`src/rtl/bcd_stage_pkg.sv`:
```
// Package: shared constants, types and the decade step function for the
// BCD digit stage. Assumes a 4-bit digit in the 8421 code.
package bcd_stage_pkg;

    localparam int DIGIT_W  = 4;
    localparam int MODULUS  = 10;
    localparam logic [DIGIT_W-1:0] LAST_DIGIT = DIGIT_W'(MODULUS - 1);

    typedef logic [DIGIT_W-1:0] digit_t;

    // Operation chosen for the coming edge (reset is handled by the register).
    typedef enum logic [1:0] {
        OP_HOLD  = 2'd0,
        OP_LOAD  = 2'd1,
        OP_COUNT = 2'd2
    } stage_op_e;

    // Next digit when counting; non-decimal codes fold back toward 0..9.
    function automatic digit_t decade_step(input digit_t cur);
        digit_t nxt;
        case (cur)
            LAST_DIGIT: nxt = '0;
            4'd11:      nxt = 4'd6;
            4'd13:      nxt = 4'd4;
            4'd15:      nxt = 4'd2;
            default:    nxt = cur + digit_t'(1);
        endcase
        return nxt;
    endfunction

endpackage

```
`src/rtl/bcd_op_select.sv`:
```
// Module: picks the operation for the next edge from the load and the two
// enables. Load wins over counting; counting needs both enables.
// Assumes reset priority is applied downstream in the state register.
module bcd_op_select
    import bcd_stage_pkg::*;
(
    input  logic      load_n,
    input  logic      cnt_en,
    input  logic      carry_en,
    output stage_op_e op
);

    // Priority encode: load, then count, else hold.
    always_comb begin
        if (!load_n)
            op = OP_LOAD;
        else if (cnt_en && carry_en)
            op = OP_COUNT;
        else
            op = OP_HOLD;
    end

endmodule

```
`src/rtl/bcd_next_value.sv`:
```
// Module: forms the value the digit takes on the next edge for the chosen
// operation. Pure combinational; assumes op is already prioritised.
module bcd_next_value
    import bcd_stage_pkg::*;
(
    input  stage_op_e op,
    input  digit_t    cur,
    input  digit_t    din,
    output digit_t    nxt
);

    // Select among hold, load and decade step.
    always_comb begin
        unique case (op)
            OP_LOAD:  nxt = din;
            OP_COUNT: nxt = decade_step(cur);
            default:  nxt = cur;
        endcase
    end

endmodule

```
`src/rtl/bcd_digit_reg.sv`:
```
// Module: the digit state register. ASYNC_CLEAR selects a clear that acts
// without a clock, or one sampled on the rising edge. Either way, reset
// overrides the incoming next value.
module bcd_digit_reg
    import bcd_stage_pkg::*;
#(
    parameter bit ASYNC_CLEAR = 1'b0
) (
    input  logic   clk,
    input  logic   rst_n,
    input  digit_t nxt,
    output digit_t q
);

    generate
        if (ASYNC_CLEAR) begin : g_async
            // Digit register with clear that acts at once.
            always_ff @(posedge clk or negedge rst_n) begin
                if (!rst_n) q <= '0;
                else        q <= nxt;
            end

            // while reset is low, the digit reads zero at any edge.
            assert_async_clear_R5: assert property (
                @(posedge clk) !rst_n |-> (q == '0)
            ) else $error("async clear did not hold digit at zero");
        end else begin : g_sync
            // Digit register with clear sampled on the edge.
            always_ff @(posedge clk) begin
                if (!rst_n) q <= '0;
                else        q <= nxt;
            end

            // a low reset sampled on an edge leaves zero after it.
            assert_sync_clear_R6: assert property (
                @(posedge clk) !rst_n |=> (q == '0)
            ) else $error("sync clear did not zero the digit");
        end
    endgenerate

endmodule

```
`src/rtl/bcd_carry_gen.sv`:
```
// Module: terminal-count flag. Combinational so the next stage's enable
// sees it in the same cycle; only the carry-chain enable gates it.
module bcd_carry_gen
    import bcd_stage_pkg::*;
(
    input  digit_t q,
    input  logic   carry_en,
    output logic   carry_out
);

    // Flag the last decimal code while the chain enable is high.
    always_comb carry_out = carry_en && (q == LAST_DIGIT);

endmodule

```
`src/rtl/bcd_decade_stage.sv`:
```
// Module: one cascadable BCD decade counter digit. Priority is reset, then
// load, then count (both enables), then hold. carry_out feeds the
// carry_en of the next stage for a fully synchronous chain.
module bcd_decade_stage
    import bcd_stage_pkg::*;
#(
    parameter bit ASYNC_CLEAR = 1'b0
) (
    input  logic               clk,
    input  logic               rst_n,
    input  logic               load_n,
    input  logic               cnt_en,
    input  logic               carry_en,
    input  logic [DIGIT_W-1:0] din,
    output logic [DIGIT_W-1:0] q,
    output logic               carry_out
);

    stage_op_e op;
    digit_t    nxt;

    bcd_op_select u_sel (
        .load_n   (load_n),
        .cnt_en   (cnt_en),
        .carry_en (carry_en),
        .op       (op)
    );

    bcd_next_value u_nxt (
        .op  (op),
        .cur (q),
        .din (din),
        .nxt (nxt)
    );

    bcd_digit_reg #(.ASYNC_CLEAR(ASYNC_CLEAR)) u_reg (
        .clk   (clk),
        .rst_n (rst_n),
        .nxt   (nxt),
        .q     (q)
    );

    bcd_carry_gen u_carry (
        .q         (q),
        .carry_en  (carry_en),
        .carry_out (carry_out)
    );

    // decimal codes below 9 advance by one when counting.
    assert_count_up_R1: assert property (
        @(posedge clk) disable iff (!rst_n)
        (load_n && cnt_en && carry_en && q < LAST_DIGIT) |=> (q == $past(q) + 4'd1)
    ) else $error("digit did not advance by one");

    // the last decimal code wraps to zero.
    assert_count_wrap_R1: assert property (
        @(posedge clk) disable iff (!rst_n)
        (load_n && cnt_en && carry_en && q == LAST_DIGIT) |=> (q == '0)
    ) else $error("digit did not wrap to zero");

    // a load copies din regardless of the enables.
    assert_load_R2: assert property (
        @(posedge clk) disable iff (!rst_n)
        !load_n |=> (q == $past(din))
    ) else $error("load did not capture din");

    // without both enables and without load, the digit holds.
    assert_hold_R3: assert property (
        @(posedge clk) disable iff (!rst_n)
        (load_n && !(cnt_en && carry_en)) |=> $stable(q)
    ) else $error("digit changed while not enabled");

    // carry is never high without the chain enable.
    assert_carry_gate_R4: assert property (
        @(posedge clk) disable iff (!rst_n)
        carry_out |-> (carry_en && q == 4'd9)
    ) else $error("carry high outside last code with chain enable");

    // odd non-decimal codes fold back into the decimal range.
    assert_fold_11_R7: assert property (
        @(posedge clk) disable iff (!rst_n)
        (load_n && cnt_en && carry_en && q == 4'd11) |=> (q == 4'd6)
    ) else $error("11 did not step to 6");

    assert_fold_13_R7: assert property (
        @(posedge clk) disable iff (!rst_n)
        (load_n && cnt_en && carry_en && q == 4'd13) |=> (q == 4'd4)
    ) else $error("13 did not step to 4");

    assert_fold_15_R7: assert property (
        @(posedge clk) disable iff (!rst_n)
        (load_n && cnt_en && carry_en && q == 4'd15) |=> (q == 4'd2)
    ) else $error("15 did not step to 2");

    // even non-decimal codes step up by one.
    assert_even_step_R7: assert property (
        @(posedge clk) disable iff (!rst_n)
        (load_n && cnt_en && carry_en && (q == 4'd10 || q == 4'd12 || q == 4'd14))
        |=> (q == $past(q) + 4'd1)
    ) else $error("even non-decimal code did not step by one");

endmodule

```
`config.mk`:
```
export PLATFORM = sky130hd
export DESIGN_NAME = bcd_decade_stage
export DESIGN_NICKNAME = d
export VERILOG_FILES = /design/src/rtl/bcd_stage_pkg.sv /design/src/rtl/bcd_op_select.sv /design/src/rtl/bcd_next_value.sv /design/src/rtl/bcd_digit_reg.sv /design/src/rtl/bcd_carry_gen.sv /design/src/rtl/bcd_decade_stage.sv
export SDC_FILE = /design/constraint.sdc
export NUM_CORES = 1
export LEC_CHECK = 0
export BUFFER_PORTS_ARGS = -buffer_cell sky130_fd_sc_hd__buf_2
export CAP_MARGIN = 20
export CORE_AREA = 2 2 39 41
export CTS_CLUSTER_DIAMETER = 80
export DETAILED_ROUTE_END_ITERATION = 16
export DIE_AREA = 0 0 41 43
export PLACE_DENSITY_LB_ADDON = 0.3
export SETUP_SLACK_MARGIN = 0.3
export SYNTH_ARGS = -nofsm -noshare
export SYNTH_HDL_FRONTEND = slang
export SYNTH_SLANG_ARGS = --single-unit
export TNS_END_PERCENT = 100
```
`constraint.sdc`:
```
create_clock -name clk -period 1.35 [get_ports clk]
set_clock_uncertainty 0.05 [all_clocks]
set_input_delay 0.27 -clock clk [delete_from_list [all_inputs] [get_ports clk]]
set_output_delay 0.27 -clock clk [all_outputs]
set_load 0.1 [all_outputs]
```
==> results.py <==
metrics = {
    "floorplan": {
        "core_sq_um": 1380,
        "die-width_um": 41,
        "initial_core_util_pct": 22.8,
        "design.portCount": 14,
        "die_h_um": 43,
        "die-area_sq_um": 1760,
        "row_count": 14,
    },
    "sta": {
        "rsz0062_at_grt": "yes",
        "max_slew_margin_pct": 84.7,
        "worst_slew_pin_slew_ns": 0.230,
        "slew_viol_final": 0,
        "timing.final.crit_share_pct": 108,
        "period_needed_ns": 1.46,
        "setup_ws_ns": -0.112,
        "hold_viol": 0,
        "setup_viol": 3,
        "max_freq_ghz": 0.684,
    },
    "drt": {
        "drt_iter0_markers": 7,
        "viasPerCell": 5.02,
        "drc": 0,
        "firstDrtPassIters": 4,
        "wl_per_cell_um": 14.5,
        "wirelength_mm": 1.19,
        "ant_nets": 0,
        "vias": 412,
    },
    "yosys": {
        "syn_inst": 38,
        "yosysSeqAreaShare_pct": 25.4,
        "synth_warnings": 0,
        "syn_area_per_cell_sq_um": 8.30,
        "synth-seq-cells": 4,
        "synth.net_count": 49,
        "netlist_area_sq_um": 315,
        "synth.distinct_cells": 23,
    },
    "power_and_ir_drop": {
        "p_leak_uw": 0.000284,
        "power_density_nw_per_um2": 834,
        "vdd_ir_drop_max_uv": 509,
    },
    "outcome": {
        "violations": "setup timing",
        "status": "finished with violations",
    },
    "setup_path": {
        "cp.required_ns": 1.03,
        "worstPathCellList": "inv_2 > ha_4 > and4_4 > buf_12",
        "cp_slowest_cell": "dfxtp_4",
        "arrival_ns": 1.14,
        "start_kind": "register",
        "max_stage_delay_ns": 0.34,
        "crit_family": "flip-flops",
        "cp_num_buf_inv": 2,
        "crit_type": "reg -> out",
        "worst-path-max-fanout": 2,
        "end_kind": "output port",
    },
    "cells_and_area": {
        "num_antenna_cells": 0,
        "reg_top3": "u_reg.q x4",
        "layout_commonest_cell": "buf_2",
        "drive_gt1_share_pct": 71.2,
        "nets": 78,
        "syn2layout_area_growth_pct": 113,
        "layout_common_cells": "buf_2, buf_4, buf_12, buf_6, dfxtp_4",
        "top_register": "u_reg.q",
        "largest_reg_flops": 4,
        "n_fill_cell": 131,
        "final_area_sq_um": 672,
    },
    "worst_hold_path": {
        "worstHoldPathType": "in -> reg",
    },
    "placement": {
        "place_area_sq_um": 502,
        "place_hpwl_um": 630,
        "place.gp.congestion": 0.843,
        "pre_cts_ws_ns": 0.00233,
        "port_buffers": 13,
    },
    "clock_tree": {
        "cts_tree": "built",
        "cts.clk_slew.worst_paths_ns": 0.05,
        "htree_levels": 1,
        "cts_sinks": 4,
        "cts_max_path_buffers": 2,
        "clk_latency_ns": 0.24,
        "hold_buffers": 0,
        "cts_root_buffer": "clkbuf_4",
        "cts_inserted_buffers": 3,
    },
    "grt": {
        "grt_pass1_vias": 416,
        "grt_antenna_before_repair": 0,
        "grt_max_degree": 11,
        "grt_pass1_wl_mm": 1.90,
        "grt-ovfl-total": 0,
        "track_usage_pct": 16.4,
    },
    "flow_run": {
        "cap_violations": 0,
    },
}
==> layer usage <==
layer  vias up  part of all wire [%]  global-route usage [%]
met4         0                   2.4                    6.67
met1       190                    41                    19.2
met3         5                   5.8                    7.85
met5         -                     0                       0
li1        199                     -                       -
met2        18                    51                    24.7
==> cells by family after synthesis <==
family,count (synthesis),synth area share [%]
buf+inv,5,7.14
simple gates,13,29.4
compound gates,14,30.2
fa+ha+maj,2,7.94
flops,4,25.4
==> final timing paths <==
| kind | startpoint | endpoint | slack, ns | cells past startpoint |
|---|---|---|---|---|
| max | u_reg.q[1] | carry_out | -0.11 | 4 |
| min | din[1] | u_reg.q[1] | 0.25 | 3 |
| max reg2reg | u_reg.q[1] | u_reg.q[0] | -0.06 | 6 |
| min reg2reg | u_reg.q[2] | u_reg.q[2] | 0.54 | 2 |
==> per-stage QoR <==
step	total power [uW]	util [%]	hold WS [ns]	setup TNS (ns)	cells
after global routing	592	48.6	0.249	-0.285	82
final	560	48.6	0.250	-0.170	82
after floorplan	256	-	0.354	-0.313	38
after detailed placement	326	36.3	0.490	0	67
after global placement	327	36.3	0.489	0	67
after CTS	543	45.8	0.243	-0.153	78
==> layout make-up <==
cell class                      instances  area (sq um)  area share (%)
Clock buffer                            4          26.3            3.91
Timing Repair Buffer                   25           246            36.7
Inverter                                4          15.0            2.23
Multi-Input combinational cell         29           269            40.0
Sequential cell                         4          95.1            14.2
Tap cell                               16          20.0            2.98
==> worst min-delay path, delay by kind of cell <==
family	cells	cell delay (ns)
buffers and inverters	1	0.10
AOI/OAI and AO/OA	1	0.07
and+or+nand+nor	1	0.06
==> power by group <==
part	total [uW]	internal, uW	switching, uW
clock network	175	112	63.2
logic	244	110	134
registers	141	126	14.7
total	560	348	212
==> cell usage after synthesis, drive strengths merged <==
cell | instances | area share [%]
a211oi | 2 | 4.8
a21o | 1 | 2.8
a21oi | 4 | 6.3
a311oi | 1 | 2.8
a31o | 2 | 5.6
a31oi | 1 | 2.0
and2 | 1 | 2.0
and2b | 1 | 2.4
and4 | 1 | 3.2
buf | 1 | 2.4
dfxtp | 4 | 25
ha | 2 | 7.9
inv | 4 | 4.8
nand2 | 3 | 3.6
nand2b | 1 | 2.0
nand3 | 2 | 7.1
nand3b | 1 | 2.4
nand4 | 1 | 2.0
o21ai | 2 | 3.2
o311ai | 1 | 2.8
or2 | 1 | 2.0
or3b | 1 | 2.8
==> what timing repair did <==
item,4_1_cts,5_1_grt
pin swaps,8,1
endpoints found under the setup margin,9,9
gates resized for setup,12,2
buffers inserted,7,4
No activity file was read; power rests on OpenSTA's default activity.
